`config.mk`:
```
export PLATFORM = sky130hd
export DESIGN_NAME = sdac_frontend
export DESIGN_NICKNAME = d
export VERILOG_FILES = /design/src/rtl/sdac_pkg.sv /design/src/rtl/sdac_sync.sv /design/src/rtl/sdac_frame_rx.sv /design/src/rtl/sdac_chan_regs.sv /design/src/rtl/sdac_frontend.sv
export SDC_FILE = /design/constraint.sdc
export NUM_CORES = 1
export LEC_CHECK = 0
export ABC_AREA = 1
export BUFFER_PORTS_ARGS = -buffer_cell sky130_fd_sc_hd__clkbuf_2
export CAP_MARGIN = 0
export CORE_MARGIN = 2
export CORE_UTILIZATION = 48
export CTS_CLUSTER_DIAMETER = 60
export DETAILED_ROUTE_END_ITERATION = 8
export PLACE_DENSITY = 0.67
export SLEW_MARGIN = 20
export SYNTH_ARGS = -nofsm -noshare
export SYNTH_HDL_FRONTEND = slang
export SYNTH_SLANG_ARGS = --single-unit
export TNS_END_PERCENT = 20
```
`constraint.sdc`:
```
create_clock -name clk -period 1.5 [get_ports clk]
set_input_delay 0.075 -clock clk [delete_from_list [all_inputs] [get_ports clk]]
set_output_delay 0.075 -clock clk [all_outputs]
set_load 0.005 [all_outputs]
```
`src/rtl/sdac_pkg.sv`:
```
package sdac_pkg;

  localparam int FRAME_BITS = 24;
  localparam int CODE_W     = 16;
  localparam int SEL_W      = 3;
  localparam int ADDR_W     = 3;
  localparam int NUM_CH     = 2;

  localparam logic [SEL_W-1:0]  REG_DATA  = 3'b010;
  localparam logic [ADDR_W-1:0] ADDR_BOTH = 3'b100;

  typedef struct packed {
    logic              rd;
    logic              rsv;
    logic [SEL_W-1:0]  regsel;
    logic [ADDR_W-1:0] addr;
    logic [CODE_W-1:0] data;
  } frame_t;

  // channel ch is a target of address a
  function automatic logic addr_hit(logic [ADDR_W-1:0] a, int ch);
    return (int'(a) == ch) || (a == ADDR_BOTH);
  endfunction

  function automatic logic addr_legal(logic [ADDR_W-1:0] a);
    return (int'(a) < NUM_CH) || (a == ADDR_BOTH);
  endfunction

  // code that stands for 0 V under the selected coding
  function automatic logic [CODE_W-1:0] zero_volt_code(logic ofs);
    return ofs ? {1'b1, {(CODE_W-1){1'b0}}} : '0;
  endfunction

  function automatic logic fields_writable(frame_t f);
    return !f.rd && !f.rsv && (f.regsel == REG_DATA) && addr_legal(f.addr);
  endfunction

endpackage

```
`src/rtl/sdac_sync.sv`:
```
module sdac_sync #(
  parameter int   STAGES  = 2,
  parameter logic RST_VAL = 1'b1
) (
  input  logic clk,
  input  logic rst_n,
  input  logic async_in,
  output logic lvl,
  output logic rise,
  output logic fall
);
  logic [STAGES:0] chain;

  always_ff @(posedge clk or negedge rst_n) begin
    if (!rst_n) chain <= {(STAGES+1){RST_VAL}};
    else        chain <= {chain[STAGES-1:0], async_in};
  end

  assign lvl  = chain[STAGES-1];
  assign rise =  chain[STAGES-1] & ~chain[STAGES];
  assign fall = ~chain[STAGES-1] &  chain[STAGES];
endmodule

```
`src/rtl/sdac_frame_rx.sv`:
```
module sdac_frame_rx #(
  parameter int FRAME_BITS = 24
) (
  input  logic                  clk,
  input  logic                  rst_n,
  input  logic                  sel_lvl,
  input  logic                  sel_fall,
  input  logic                  sel_rise,
  input  logic                  sck_fall,
  input  logic                  din_lvl,
  output logic                  done,
  output logic                  len_ok,
  output logic [FRAME_BITS-1:0] word
);
  localparam int CNT_W = $clog2(FRAME_BITS + 2);
  localparam logic [CNT_W-1:0] CNT_EXACT = CNT_W'(FRAME_BITS);
  localparam logic [CNT_W-1:0] CNT_SAT   = CNT_W'(FRAME_BITS + 1);

  logic                  active;
  logic [CNT_W-1:0]      cnt;
  logic [FRAME_BITS-1:0] shreg;
  logic                  take_bit;

  assign take_bit = active & sck_fall & ~sel_lvl;

  always_ff @(posedge clk or negedge rst_n) begin
    if (!rst_n) begin
      active <= 1'b0;
      cnt    <= '0;
      shreg  <= '0;
      done   <= 1'b0;
      len_ok <= 1'b0;
      word   <= '0;
    end else begin
      done <= 1'b0;
      if (sel_fall) begin
        active <= 1'b1;
        cnt    <= '0;
      end else if (take_bit) begin
        shreg <= {shreg[FRAME_BITS-2:0], din_lvl};
        if (cnt != CNT_SAT) cnt <= cnt + 1'b1;
      end
      if (sel_rise && active) begin
        active <= 1'b0;
        done   <= 1'b1;
        len_ok <= (cnt == CNT_EXACT);
        word   <= shreg;
      end
    end
  end
endmodule

```
`src/rtl/sdac_chan_regs.sv`:
```
module sdac_chan_regs
  import sdac_pkg::*;
#(
  parameter int NCH = NUM_CH,
  parameter int CW  = CODE_W
) (
  input  logic                   clk,
  input  logic                   rst_n,
  input  logic                   wr_en,
  input  logic [ADDR_W-1:0]      wr_addr,
  input  logic [CW-1:0]          wr_data,
  input  logic                   load_n,
  input  logic                   clear_n,
  input  logic                   coding_ofs,
  output logic [NCH-1:0][CW-1:0] in_regs,
  output logic [NCH-1:0][CW-1:0] out_codes
);
  for (genvar ch = 0; ch < NCH; ch++) begin : g_ch
    always_ff @(posedge clk or negedge rst_n) begin
      if (!rst_n)                             in_regs[ch] <= '0;
      else if (wr_en && addr_hit(wr_addr, ch)) in_regs[ch] <= wr_data;
    end

    always_ff @(posedge clk or negedge rst_n) begin
      if (!rst_n)       out_codes[ch] <= '0;
      else if (!clear_n) out_codes[ch] <= CW'(zero_volt_code(coding_ofs));
      else if (!load_n)  out_codes[ch] <= in_regs[ch];
    end
  end
endmodule

```
`src/rtl/sdac_frontend.sv`:
```
module sdac_frontend
  import sdac_pkg::*;
#(
  parameter int SYNC_STAGES = 2
) (
  input  logic              clk,
  input  logic              rst_n,
  input  logic              ser_sel_n,
  input  logic              ser_clk,
  input  logic              ser_din,
  input  logic              load_n,
  input  logic              clear_n,
  input  logic              coding_ofs,
  output logic [CODE_W-1:0] code_a,
  output logic [CODE_W-1:0] code_b,
  output logic              acc_pulse,
  output logic              ign_pulse,
  output logic              len_err_pulse,
  output logic [SEL_W-1:0]  fr_regsel,
  output logic [ADDR_W-1:0] fr_addr
);
  logic sel_lvl, sel_rise, sel_fall;
  logic sck_lvl, sck_rise, sck_fall;
  logic din_lvl, din_rise, din_fall;

  logic                      frm_done, frm_len_ok;
  logic [FRAME_BITS-1:0]     frm_word;
  frame_t                    frm;
  logic                      frm_writable;
  logic [NUM_CH-1:0][CODE_W-1:0] in_regs, out_codes;

  sdac_sync #(.STAGES(SYNC_STAGES), .RST_VAL(1'b1)) u_sync_sel (
    .clk(clk), .rst_n(rst_n), .async_in(ser_sel_n),
    .lvl(sel_lvl), .rise(sel_rise), .fall(sel_fall));

  sdac_sync #(.STAGES(SYNC_STAGES), .RST_VAL(1'b1)) u_sync_sck (
    .clk(clk), .rst_n(rst_n), .async_in(ser_clk),
    .lvl(sck_lvl), .rise(sck_rise), .fall(sck_fall));

  sdac_sync #(.STAGES(SYNC_STAGES), .RST_VAL(1'b0)) u_sync_din (
    .clk(clk), .rst_n(rst_n), .async_in(ser_din),
    .lvl(din_lvl), .rise(din_rise), .fall(din_fall));

  sdac_frame_rx #(.FRAME_BITS(FRAME_BITS)) u_rx (
    .clk(clk), .rst_n(rst_n),
    .sel_lvl(sel_lvl), .sel_fall(sel_fall), .sel_rise(sel_rise),
    .sck_fall(sck_fall), .din_lvl(din_lvl),
    .done(frm_done), .len_ok(frm_len_ok), .word(frm_word));

  assign frm          = frame_t'(frm_word);
  assign frm_writable = fields_writable(frm);

  assign acc_pulse     = frm_done &  frm_len_ok &  frm_writable;
  assign ign_pulse     = frm_done &  frm_len_ok & ~frm_writable;
  assign len_err_pulse = frm_done & ~frm_len_ok;
  assign fr_regsel     = frm.regsel;
  assign fr_addr       = frm.addr;

  sdac_chan_regs #(.NCH(NUM_CH), .CW(CODE_W)) u_regs (
    .clk(clk), .rst_n(rst_n),
    .wr_en(acc_pulse), .wr_addr(frm.addr), .wr_data(frm.data),
    .load_n(load_n), .clear_n(clear_n), .coding_ofs(coding_ofs),
    .in_regs(in_regs), .out_codes(out_codes));

  assign code_a = out_codes[0];
  assign code_b = out_codes[1];

  // edge events of the serial clock and data are not used for state
  logic unused_edges;
  assign unused_edges = sck_lvl ^ sck_rise ^ din_rise ^ din_fall;
endmodule

```
# After elaboration in Yosys (flattened, before gate mapping)
# Cells that the tools add are included.
# op_classes
addsub,1
order_cmp,1
n_eq_ne,6
n_mux,11
n_bitwise,15
n_reduce_logical,17
# op_table
operator,n
$mux W16,5
$mux W5,3
$and A1 B1 Y1,9
$eq A3 B2 Y1 const B,2
$logic_and A1 B1 Y1,6
$not A1 Y1,6
$reduce_bool A2 Y1,3
$add A5 B1 Y5 const B,1
$eq A5 B5 Y1 const B,1
$ne A5 B5 Y1 const B,1
$reduce_and A2 Y1,2
$eq A3 B3 Y1 const B,1
$logic_not A3 Y1,1
$logic_or A1 B1 Y1,3
$lt A3 B2 Y1 const B,1
$mux W1,3
$logic_not A1 Y1,2
$ne A2 B2 Y1 const B,1
# totals
register_bits,128
input_bits,8
output_inout_bits,41
elab_cells,64

# Depth between registers and ports, before layout
# depth
depth_word,6
depth_mapped,7
ltp_nobuf,6

# Cells and area by module
# A second synthesis with hierarchy kept.
# unflattened
cells_unflattened,558
area_unflattened_um2,5121.2
# by_module_without_submodules
mod,n_inst,cells_per_inst,area_each_um2,seq_area_each_um2
sdac_chan_regs,1,285,2542.4,1601.5
sdac_frame_rx,1,234,2225.9,1401.3
sdac_sync at u_sync_sck ...,2,7,93.8,78.8
sdac_sync at u_sync_din,1,7,90.1,75.1
sdac_frontend,1,18,75.1,0.0

# Worst setup path after synthesis
# Ideal clock, no wire load.
# synth_path
path_type,register -> register
start,register u_rx.word[16]
end,register u_regs.in_regs[11] in the netlist's numbering
setup_time_ns,0.119
arrival_time_ns,1.148
setup_slack_ns,0.234
stages_incl_launch_ff,6
path_buffers,1
period_less_slack_ns,1.266
cell_sequence,dfrtp_1 > nor2_2 > nand4_4 > buf_6 > nand2_1 > nand2_1
# synth_between
elab_chain_cells,5
# synth_rtl
item,line,source
start: declaration,sdac_frame_rx.sv:13,output logic [FRAME_BITS-1:0] word
start signal: assignment,sdac_frame_rx.sv:47,word <= shreg;
$lt A3 B2 Y1 / $eq A3 B3 Y1 (equally long branches),"sdac_pkg.sv:26, sdac_pkg.sv:22",
$logic_or A1 B1 Y1,sdac_pkg.sv:26,return (int'(a) < NUM_CH) || (a == ADDR_BOTH);
$logic_and A1 B1 Y1,sdac_pkg.sv:35,return !f.rd && !f.rsv && (f.regsel == REG_DATA) && addr_legal(f.addr);
$and A1 B1 Y1,sdac_frontend.sv:53,assign acc_pulse = frm_done & frm_len_ok & frm_writable;
$logic_and A1 B1 Y1 (*),sdac_chan_regs.sv:21,"else if (wr_en && addr_hit(wr_addr, ch)) in_regs[ch] <= wr_data;"
end signal: indexed assignment,sdac_chan_regs.sv:21,
end: declaration,sdac_chan_regs.sv:15,"output logic [NCH-1:0][CW-1:0] in_regs,"
# Every way passes the cells marked *; elsewhere a longest branch is shown, timed or not.
# A chain may end at the register's enable or synchronous reset.

# Final worst setup path
# layout_path
start,register u_rx.word[23]
end,output ign_pulse
# layout_between
elab_chain_cells,6
# layout_rtl
item,line,source
$logic_not A1 Y1,sdac_pkg.sv:35,
$logic_and A1 B1 Y1 (3 in series),sdac_pkg.sv:35,
$not A1 Y1,sdac_frontend.sv:54,assign ign_pulse = frm_done & frm_len_ok & ~frm_writable;
$and A1 B1 Y1,sdac_frontend.sv:54,
end: declaration,sdac_frontend.sv:17,"output logic ign_pulse,"
# No other way between the ends.

==> flow_metrics.py <==
metrics = {
    "grt": {
        "grt_pass1_vias": 3820,
        "grt_pass1_wl_mm": 18.4,
        "antenna_found_initial": 0,
        "grtUsageTotal_pct": 20.1,
        "grt_max_degree": 71,
        "gr-total-overflow": 0,
    },
    "floorplanning": {
        "fp.dieW_um": 109,
        "start_util_pct": 48.9,
        "dieArea_mm2": 0.0118,
        "row_count": 38,
        "die_y_um": 109,
        "ioPinCount": 49,
        "core_area_mm2": 0.0107,
    },
    "routing": {
        "postRouteAntennaNets": 0,
        "drc": 0,
        "wire_per_inst_um": 14.6,
        "drt_pass1_iterations": 5,
        "via_per_inst": 5.21,
        "vias": 3968,
        "drtIter0Drc": 304,
        "wirelength_mm": 11.1,
    },
    "sta": {
        "worstMarginPinSlew_ps": 534,
        "slew_violations": 0,
        "skew_ps": 7.08,
        "setup_viol_count_final": 5,
        "min_period_ps": 1630,
        "whs_ps": 35.5,
        "fin_ws_ps": -126,
        "fmax_mhz": 615,
        "report.final.hold_viol_count": 0,
        "relSlewSlack_pct": 64.3,
        "rsz0062_at_grt": "true",
        "tns_ps": -196,
        "finalCritPeriodShare_pct": 108,
    },
    "cells_and_area": {
        "layout-drive-gt1-share_pct": 20.6,
        "area_growth_pct": 22.4,
        "antennaDiodeCount": 0,
        "fin_area_mm2": 0.00643,
        "final_cell_mix": "nand2_1 (156), dfrtp_1 (119), o21ai_0 (82)",
        "final_common_cell": "nand2_1",
        "nNetsFinal": 621,
        "fillCellCount": 938,
    },
    "worst_setup_path": {
        "endpoint_kind": "output pin",
        "critPathArrivalTime_ps": 1550,
        "r2r_cells": 7,
        "cp.required_ps": 1420,
        "criticalPathCategory": "reg -> out",
        "crit_path_start_kind": "register",
        "cp_max_fo": 2,
    },
    "clock_network": {
        "cts_root_buffer": "clkbuf_8",
        "clk_latency_ps": 510,
        "htree_levels": 4,
        "cts.sinks": 128,
        "cts_buffer_depth": 2,
        "path_clk_slew_ps": 60,
        "cts_buffers": 17,
        "cts_tree": "yes",
    },
    "yosys": {
        "synth_area_mm2": 0.00526,
        "yosysTopAreaCell": "dfrtp_1",
        "synth.distinct_cells": 26,
        "synth_top_area_share_pct": 58.1,
        "avgSynthCellArea_um2": 9.49,
        "ys_seq_elements": 128,
        "synthesis.nets": 565,
        "yosysSeqAreaShare_pct": 61.1,
        "synthTopCellsByArea": "dfrtp_1 (58%), nand2_1 (11%), o21ai_0 (7.8%), nand4_1 (4.3%), nand3_1 (3.8%)",
        "synth_warnings": 0,
        "synthCells": 554,
    },
    "placed_design": {
        "dp_hpwl_mm": 6.77,
        "dp_worst_setup_slack_ps": 93.4,
        "postPlaceCellArea_mm2": 0.00564,
        "io_buffers": 48,
        "place_congestion": 0.806,
    },
    "worst_hold_path": {
        "hold_depth": 2,
        "min_path_type": "in -> reg",
    },
    "pwr": {
        "p_leak_uw": 0.00306,
        "ir_drop_v": 0.000731,
        "powerDensity_mw_per_mm2": 1230,
    },
    "flow_run": {
        "drv_cap": 0,
    },
    "status": {
        "violations": "setup timing",
        "outcome": "finished, violations left",
    },
}
[layout make-up]
| cell class | count | area [um^2] | share of cell area [%] |
|---|---|---|---|
| multi-input combinational | 345 | 1750 | 27.2 |
| timing repair buffer | 76 | 587 | 9.12 |
| tap | 140 | 175 | 2.72 |
| inverter | 42 | 158 | 2.45 |
| sequential | 128 | 3210 | 50.0 |
| clock buffer | 26 | 498 | 7.74 |
| clock inverter | 5 | 52.6 | 0.817 |
[worst max-delay path, stage by stage, from the launching register on]
cell      delay [ps]
dfrtp_1          410
nor2_4           150
nand3_4          120
nor2_8           120
buf_12           100
nor2_2            30
clkbuf_2         110
[metal layers]
| metal | vias to the layer above | wire (um) | global-route usage, % |
|---|---|---|---|
| met3 | 23 | 575 | 4.60 |
| met4 | 0 | 210 | 8.52 |
| met1 | 1900 | 5140 | 28.2 |
| li1 | 1940 | - | - |
| met2 | 105 | 5220 | 30.4 |
| met5 | - | 0 | 0 |
[flip-flops by register name, indices dropped and copies added, names as in the netlist, 2 cells and up]
name / cells
u_rx.shreg: 24
u_rx.word: 24
u_regs.in_regs: 32
u_regs.out_codes: 32
u_sync_sel.chain: 3
u_rx.cnt: 5
u_sync_sck.chain: 3
u_sync_din.chain: 2
[power by group]
part	switching, uW	internal [uW]	total, uW
combinational	282	158	440
clock	1370	2400	3760
sequential	138	3600	3730
total	1780	6150	7940
[through the flow]
stage | instances | total power (uW) | util, %
floorplan | 554 | 4010 | -
global placement | 714 | 4190 | 52.4
detailed placement | 714 | 4210 | 52.4
CTS | 759 | 8020 | 59.2
global route | 762 | 8280 | 59.9
finish | 762 | 7940 | 59.9
[final timing paths]
kind | startpoint | to | slack, ps
worst max-delay path | u_rx.word[23] | ign_pulse | -130
worst min-delay path | load_n | u_regs.out_codes[5] | 40
worst max register to register | u_rx.word[19] | u_regs.in_regs[4] | 0
worst min register to register | u_sync_din.chain[0] | u_sync_din.chain[1] | 350
max in group asynchronous | rst_n | u_rx.done | 370
min in group asynchronous | rst_n | u_sync_sck.chain[2] | 170
[synth_stat cells (all sizes together)]
library cell and instances:
nand2 160, dfrtp 122, o21ai 82, inv 42, nand3 40, nand4 38, clkbuf 21, buf 20
nor2 11, dfstp 6, a21oi 3, ha 3, o211ai 2, nor3 1, o21bai 1, or2 1
xor2 1
[logic make-up after synthesis]
group / count (synthesis) / synth area share, %
compound gates: 88 / 8.95
xor+xnor: 1 / 0.167
fa+ha+maj: 3 / 0.714
buf+inv: 83 / 7.24
flops: 128 / 61.1
simple gates: 251 / 21.8
[timing repair]
| action | CTS | global route |
|---|---|---|
| hold endpoints to repair | 139 | 0 |
| hold buffers | 7 | 0 |
| resized for setup | 9 | 10 |
| gates cloned | 1 | 2 |
| endpoints found under the setup margin | 2 | 30 |
| pin swaps | 2 | 5 |
| setup buffers | 6 | 1 |
Power figures use the tool's default switching activity.
